`src/rtl/chan_pattern_pkg.sv`:
```
package chan_pattern_pkg;

    localparam int MAX_CHANNELS = 32;

    typedef enum logic {
        LVL_INACTIVE = 1'b0,
        LVL_ACTIVE   = 1'b1
    } act_state_e;

    typedef struct packed {
        logic set_hit;
        logic clr_hit;
    } edge_hits_t;

    typedef struct packed {
        logic running;
        logic enabled;
        logic invert;
    } ch_ctrl_t;

    // Clear has priority over set; idle or disabled forces inactive.
    function automatic act_state_e step_state(ch_ctrl_t c, edge_hits_t h, act_state_e cur);
        if (!c.running || !c.enabled) return LVL_INACTIVE;
        if (h.clr_hit)                return LVL_INACTIVE;
        if (h.set_hit)                return LVL_ACTIVE;
        return cur;
    endfunction

    function automatic logic drive_level(act_state_e s, logic invert);
        return (s == LVL_ACTIVE) ^ invert;
    endfunction

endpackage

```
`src/rtl/chan_offset_cmp.sv`:
```
module chan_offset_cmp #(
    parameter int OFS_W = 16
) (
    input  logic [OFS_W-1:0]               cnt,
    input  logic [OFS_W-1:0]               on_at,
    input  logic [OFS_W-1:0]               off_at,
    output chan_pattern_pkg::edge_hits_t   hits
);
    always_comb begin
        hits.set_hit = (cnt == on_at);
        hits.clr_hit = (cnt == off_at);
    end
endmodule

```
`src/rtl/chan_pattern_cell.sv`:
```
module chan_pattern_cell
    import chan_pattern_pkg::*;
#(
    parameter int   OFS_W    = 16,
    parameter logic IDLE_LVL = 1'b0
) (
    input  logic             clk,
    input  logic             rst,
    input  logic [OFS_W-1:0] cnt,
    input  logic [OFS_W-1:0] on_at,
    input  logic [OFS_W-1:0] off_at,
    input  ch_ctrl_t         ctrl,
    output logic             lvl
);
    edge_hits_t hits;
    act_state_e st_q, st_d;

    chan_offset_cmp #(.OFS_W(OFS_W)) u_cmp (
        .cnt    (cnt),
        .on_at  (on_at),
        .off_at (off_at),
        .hits   (hits)
    );

    always_comb st_d = step_state(ctrl, hits, st_q);

    always_ff @(posedge clk) begin
        if (rst) begin
            st_q <= LVL_INACTIVE;
            lvl  <= IDLE_LVL;
        end else begin
            st_q <= st_d;
            lvl  <= drive_level(st_d, ctrl.invert);
        end
    end

    a_r1_set_on_match: assert property (@(posedge clk) disable iff (rst)
        (ctrl.running && ctrl.enabled && (cnt == on_at) && (cnt != off_at))
        |=> (lvl == !$past(ctrl.invert)));

    a_r2_r3_clear_wins: assert property (@(posedge clk) disable iff (rst)
        (ctrl.running && ctrl.enabled && (cnt == off_at))
        |=> (lvl == $past(ctrl.invert)));

    a_r6_r7_idle_level: assert property (@(posedge clk) disable iff (rst)
        !(ctrl.running && ctrl.enabled)
        |=> (lvl == $past(ctrl.invert) && st_q == LVL_INACTIVE));

    a_r5_hold_between: assert property (@(posedge clk) disable iff (rst)
        (ctrl.running && ctrl.enabled && (cnt != on_at) && (cnt != off_at))
        |=> (st_q == $past(st_q)));

    a_r8_polarity_xor: assert property (@(posedge clk) disable iff (rst)
        !rst |=> (lvl == ((st_q == LVL_ACTIVE) ^ $past(ctrl.invert))));
endmodule

```
`src/rtl/chan_pattern_gen.sv`:
```
module chan_pattern_gen
    import chan_pattern_pkg::*;
#(
    parameter int          NUM_CH   = 8,
    parameter int          OFS_W    = 16,
    parameter logic [31:0] IDLE_POL = 32'h0000_00A5
) (
    input  logic                    clk,
    input  logic                    rst,
    input  logic                    run,
    input  logic [OFS_W-1:0]        frame_cnt,
    input  logic [NUM_CH-1:0]       ch_en,
    input  logic [NUM_CH-1:0]       ch_pol,
    input  logic [NUM_CH*OFS_W-1:0] on_ofs,
    input  logic [NUM_CH*OFS_W-1:0] off_ofs,
    output logic [NUM_CH-1:0]       ch_out
);
    localparam logic [NUM_CH-1:0] IDLE_VEC = IDLE_POL[NUM_CH-1:0];

    initial begin
        a_r10_channel_limit: assert (NUM_CH >= 1 && NUM_CH <= MAX_CHANNELS);
    end

    for (genvar i = 0; i < NUM_CH; i++) begin : g_ch
        ch_ctrl_t ctrl;
        always_comb begin
            ctrl.running = run;
            ctrl.enabled = ch_en[i];
            ctrl.invert  = ch_pol[i];
        end

        chan_pattern_cell #(
            .OFS_W    (OFS_W),
            .IDLE_LVL (IDLE_VEC[i])
        ) u_cell (
            .clk    (clk),
            .rst    (rst),
            .cnt    (frame_cnt),
            .on_at  (on_ofs[i*OFS_W +: OFS_W]),
            .off_at (off_ofs[i*OFS_W +: OFS_W]),
            .ctrl   (ctrl),
            .lvl    (ch_out[i])
        );
    end

    a_r9_reset_levels: assert property (@(posedge clk)
        rst |=> (ch_out == IDLE_VEC));
endmodule

```
`config.mk`:
```
export PLATFORM = sky130hd
export DESIGN_NAME = chan_pattern_gen
export DESIGN_NICKNAME = d
export VERILOG_FILES = /design/src/rtl/chan_pattern_pkg.sv /design/src/rtl/chan_offset_cmp.sv /design/src/rtl/chan_pattern_cell.sv /design/src/rtl/chan_pattern_gen.sv
export SDC_FILE = /design/constraint.sdc
export NUM_CORES = 1
export LEC_CHECK = 0
export BUFFER_PORTS_ARGS = -buffer_cell sky130_fd_sc_hd__buf_4
export CORE_AREA = 2 2 115 117
export CTS_CLUSTER_DIAMETER = 150
export DETAILED_ROUTE_END_ITERATION = 6
export DIE_AREA = 0 0 117 119
export HOLD_SLACK_MARGIN = 0.03
export SKIP_LAST_GASP = 1
export SLEW_MARGIN = 5
export SYNTH_ARGS = -nofsm -noshare
export SYNTH_HDL_FRONTEND = slang
export SYNTH_SLANG_ARGS = --single-unit
```
`constraint.sdc`:
```
create_clock -name clk -period 2.1 [get_ports clk]
set_input_delay 0.42 -clock clk [delete_from_list [all_inputs] [get_ports clk]]
set_output_delay 0.42 -clock clk [all_outputs]
set_load 0.03 [all_outputs]
```
==> run metrics, run 1 <==
status completed; root buffer cell clkbuf_16; final setup fails 0; most frequent cells in the layout 336 x buf_4, 128 x xnor2_1, 128 x xor2_1, 34 x nand4_1, 33 x nor4_1; CTS HTree Levels 1; dominant synthesized flop cell dfxtp_1; area post-placement approximately 6200 sq um; Nets approximately 1000; sequential area share after synthesis about 8.4%; final hold violations 0; R2R cell count 4; RR Endpoint g_ch[7].u_cell.lvl$_SDFF_PP1_; DRC 0; drt pass-1 iters 4; Tot Pwr between 1.5 and 2 mW; # rows 42; total CTS buffers 3; Filler cells about 1300; GP Congestion between 0.8 and 0.9; Worst-Margin Slew 0.459 ns; final worst-path cycle share about nine tenths; global-route wire length before repair 22900 um; worst setup path end g_ch[1].u_cell.lvl$_SDFF_PP0_; RSZ-0062 raised after global routing no; final WL 16100 um; asr flop ratio synth 0%; hold depth 3; initial antenna violation count 0; setup_tns 0 ns; HPWL after DPL around 14000 um; worst min path class in -> reg; CTS tree built; FF+latch area 320 sq um; #FFs+latches synth 16; share of the synthesized area in the top cell type about 30%; Synth area leader xnor2_1; DRT antenna net count 0; Starting Density 29.7%; crit path from frame_cnt[15]; DR vias/cell around 4.6; critical path class in -> reg; Clock Path Buffers 2; Sink Count 16; Die W around 120 um; FMAX 521 MHz; share of post-route cells with drive strength above 1 48.5%; Setup crit start kind primary input; multi-input logic area approximately 3100 sq um; number of DRC markers in iteration 0 around 120; commonest non-fill, non-tap cell in the layout buf_4; Finished Core Util 48.8%; wire per inst 17.7 um; top post-synthesis cells by area xnor2_1 29%, xor2_1 29%, dfxtp_1 8.4%, buf_6 6.2%, nor4_1 5.9%; synthesized area 3820 sq um; worst reg2reg setup slack 0.92 ns; io pins 299; Post-synth EDFFs 0; CP Capture Type flop; final instance area about 6300 sq um; Max Cap Violations 0; Synth-to-Final Area Change 64.6%; grt total ovfl 0; maximum fanout along the worst path 11; fin. max-slew vios 0; Slew HR a little under 70%; Mapped Nets 730; min Tclk post-route slightly below 2 ns; largest net degree at the start of global routing 23; Synth Area per Inst just under 9 sq um; via count between 4000 and 5000; Synth cell types 21; FF-to-FF Start g_ch[7].u_cell.st_q$_SDFF_PP0_; Leak around 2.7 nW; Core Region 12900 sq um; Clk Latency, worst-skew pair 0.25 ns; Yosys Warn Count 0; die footprint 13900 sq um; Worst EP arrival 2.05 ns; die height around 120 um; Crit path required time 2.23 ns; Worst Skew about 0.0010 ns; clock transition at the registers of the reported paths roughly 0.050 ns; Peak supply drop around 0.21 mV; vias in the first global route between 4000 and 5000; Pwr per Cell Area a little under 300 nW/um^2; Mapped Cells about 440; number of port buffers roughly 300; Global Route Usage Sum 21.8%; # diodes 0
[final cells by class]
cell class	instances	share of cell area, %
multi-input cells	380	49.8
well taps	176	3.50
clock buffers	3	1.19
repair buffers	337	40.5
flip-flops and latches	16	5.10
[critical path: stages]
cell	delay, ns
buf_4	0.18
xor2_1	0.17
nor4_1	0.46
buf_4	0.19
a41oi_1	0.11
nor3_1	0.19
mux2_1	0.33
[flip-flops by register name (all words and copies together), names as in the netlist]
signal and count:
g_ch.u_cell.st_q 8, g_ch.u_cell.lvl 8
[cells in the mapped netlist (4+ instances only)]
cell	n
xnor2_1	128
xor2_1	128
nor4_1	36
nand4_1	34
buf_6	21
buf_4	18
dfxtp_1	16
nor4_2	12
nor2_1	8
a41oi_1	6
nand2_1	6
nor2b_1	6
nor3_1	4
[routing by layer]
metal | routed length (um) | global-route usage (%) | vias up | share of wire, %
li1 | - | - | 2074 | -
met1 | 5730 | 21.7 | 1937 | 36
met2 | 8820 | 44.1 | 202 | 55
met3 | 1230 | 4.68 | 20 | 7.7
met4 | 342 | 5.29 | 0 | 2.1
met5 | 0 | 0 | - | 0
[cell families after synthesis]
| family | count (synthesis) | synth area share (%) |
|---|---|---|
| AOI/OAI and AO/OA | 10 | 2.23 |
| muxes | 6 | 1.70 |
| and+or+nand+nor | 108 | 18.7 |
| DFF | 16 | 8.39 |
| buffers and inverters | 43 | 10.2 |
| xor gates and xnor gates | 256 | 58.7 |
[what timing repair did]
item                                    CTS  global route
gates resized for setup                   0             3
hold buffers                              0             0
buffers inserted                          0             0
endpoints found under the setup margin    0             3
[how the worst min path moves through the flow]
| stage | start | endpoint | slack (ns) |
|---|---|---|---|
| global placement | g_ch[1].u_cell.st_q$_SDFF_PP0_ | g_ch[1].u_cell.st_q$_SDFF_PP0_ | 0.54 |
| CTS | ch_pol[5] | g_ch[5].u_cell.lvl$_SDFF_PP1_ | 0.45 |
| detailed placement | g_ch[1].u_cell.st_q$_SDFF_PP0_ | g_ch[1].u_cell.st_q$_SDFF_PP0_ | 0.55 |
| finish | ch_pol[0] | g_ch[0].u_cell.lvl$_SDFF_PP1_ | 0.45 |
| global route | ch_pol[0] | g_ch[0].u_cell.lvl$_SDFF_PP1_ | 0.47 |
| floorplan | g_ch[1].u_cell.st_q$_SDFF_PP0_ | g_ch[1].u_cell.st_q$_SDFF_PP0_ | 0.51 |
[report_power, final]
group | leakage (nW) | internal [mW] | total (mW) | switching (mW)
logic | 2.58 | 0.690 | 1.19 | 0.496
registers | 0.131 | 0.312 | 0.315 | 0.00263
clock network | 0.0370 | 0.250 | 0.374 | 0.124
[metrics by stage]
step	setup WS [ns]	hold WS [ns]	instances
5_1_grt	0.0393	0.472	912
2_1_floorplan	0.240	0.515	439
6_report	0.180	0.447	912
4_1_cts	0.00669	0.445	912
3_5_place_dp	-0.252	0.549	909
3_3_place_gp	-0.233	0.542	909
Power figures use the tool's default switching activity.
==> inputs of run 2 (changes only) <==
Clock period 2.1 ns to 2.2 ns, I/O delays scaled along.
==> run 2 against run 1 <==
Core utilization decreased by 0.92 points; flip-flop and latch count unchanged; sequential share of layout area increased by 0.098 points; largest power group unchanged; routed wire length increased by 0.33%; combinational power decreased by 6%.
==> run metrics, run 2 (synthesis gave the netlist of run 1 again) <==
global-route wire length before repair 23400 um (was 22900 um); DR vias/cell 4.70 (was 4.64); vias in the first global route 4662 (was 4493); CTS HTree Levels 1 (unchanged); commonest non-fill, non-tap cell in the layout buf_4 (unchanged); CP Capture Type flop (unchanged); Worst Skew 0.00428 ns (was 0.00100 ns); root buffer cell clkbuf_16 (unchanged); number of DRC markers in iteration 0 133 (was 116); number of port buffers 298 (unchanged); Synth-to-Final Area Change 61.5% (was 64.6%); final worst-path cycle share 95.4%; FMAX 476 MHz; most frequent cells in the layout 320 x buf_4, 128 x xnor2_1, 128 x xor2_1, 35 x nor4_1, 34 x nand4_1 (was 336 x buf_4, 128 x xnor2_1, 128 x xor2_1, 34 x nand4_1, 33 x nor4_1); # hold bufs at CTS 0 (unchanged); Filler cells 1271 (was 1262); drt pass-1 iters 4 (unchanged); RSZ-0062 raised after global routing no (unchanged); # diodes 0 (unchanged); GP Congestion 0.856 (was 0.898); DRC 0 (unchanged); largest net degree at the start of global routing 23 (unchanged); # rows 42 (unchanged); final WL 16200 um (was 16100 um); fin. max-slew vios 0 (unchanged); Setup crit start kind primary input (unchanged); status completed (unchanged); Peak supply drop 0.195 mV (was 0.213 mV); maximum fanout along the worst path 16 (was 11); Sink Count 16 (unchanged); Worst EP arrival 2.24 ns (was 2.05 ns); grt total ovfl 0 (unchanged); Starting Density 29.7% (unchanged); clock transition at the registers of the reported paths 0.06 ns (was 0.05 ns); area post-placement 6070 sq um (was 6190 sq um); Die W 117 um (unchanged); Clk Latency, worst-skew pair 0.25 ns (about the same); via count 4212 (was 4233); R2R cell count 4 (unchanged); min Tclk post-route ~2.1 ns; Crit path required time 2.34 ns (was 2.23 ns); Worst Setup Slack post-DPL -0.229 ns (was -0.252 ns); Global Route Usage Sum 22.2% (was 21.8%); Pwr per Cell Area 295 nW/um^2 (was 298 nW/um^2); share of post-route cells with drive strength above 1 47.2% (was 48.5%); hold depth 3 (unchanged); biggest registers after layout g_ch.u_cell.lvl: 8 flops, g_ch.u_cell.st_q: 8 flops (unchanged); die height 119 um (unchanged); die footprint 13900 sq um (unchanged); Nets 1013 (was 1029); Max Cap Violations 0 (unchanged); setup slack after layout 0.101 ns (was 0.180 ns); worst hold slack 0.469 ns (was 0.447 ns); io pins 299 (unchanged); final hold violations 0 (unchanged); DRT antenna net count 0 (unchanged); Worst-Margin Slew 0.581 ns (was 0.459 ns); Clock Path Buffers 2 (unchanged); initial antenna violation count 0 (unchanged); wire per inst 18.0 um (was 17.7 um); final setup fails 0 (unchanged); worst min path class in -> reg (unchanged); Core Region 12900 sq um (unchanged); critical path class in -> reg (unchanged); Slew HR 60.9% (was 69.1%); HPWL after DPL 14200 um (about the same); CTS tree built (unchanged); final instance area 6170 sq um (was 6280 sq um); Leak 2.68 nW (was 2.75 nW); total CTS buffers 3 (unchanged)
[run 2: path summary, 6_finish.rpt]
kind / end / slack, ns / startpoint
setup / recovery: g_ch[1].u_cell.lvl$_SDFF_PP0_ / 0.10 / frame_cnt[1]
hold / removal: g_ch[4].u_cell.st_q$_SDFF_PP0_ / 0.47 / ch_en[4]
setup reg to reg: g_ch[2].u_cell.lvl$_SDFF_PP1_ / 1.01 / g_ch[2].u_cell.st_q$_SDFF_PP0_
hold reg to reg: g_ch[1].u_cell.st_q$_SDFF_PP0_ / 0.58 / g_ch[1].u_cell.st_q$_SDFF_PP0_
[run 2: repair_timing]
item | CTS | global route
setup buffers | 0 | 0
gates resized for setup | 0 | 1
setup endpoints to repair | 0 | 1
[run 2: critical path: stages]
cell and delay [ns]:
buf_4 0.20, xor2_1 0.19, nor4_1 0.56, buf_4 0.21, a41oi_1 0.12, nor3_1 0.18, mux2_1 0.33
[run 2: metrics by stage]
stage          TNS, ns  total power [mW]  cells  util [%]
6_report             0              1.82    897      47.9
3_5_place_dp    -0.842              1.43    893      47.2
5_1_grt              0              1.93    897      47.9
3_3_place_gp    -0.666              1.41    893      47.2
2_1_floorplan        0             0.891    439         -
4_1_cts              0              1.84    897      47.8
[run 2: final cells by class]
| cell class | count | area, sq um | share of cell area [%] |
|---|---|---|---|
| tap | 176 | 220 | 3.57 |
| sequential | 16 | 320 | 5.19 |
| clock buffer | 4 | 88.8 | 1.44 |
| timing repair buffer | 321 | 2420 | 39.3 |
| multi-input combinational | 380 | 3110 | 50.5 |
[run 2: layer usage]
metal	wire, um	GRT usage [%]
met5	0	0
met4	368	5.66
met3	1340	4.27
met2	8720	44.2
met1	5750	22.9
[run 2: report_power, final]
part	switching [mW]	internal, mW
combinational	0.476	0.641
sequential	0.00237	0.298
clock	0.126	0.277
total	0.605	1.22
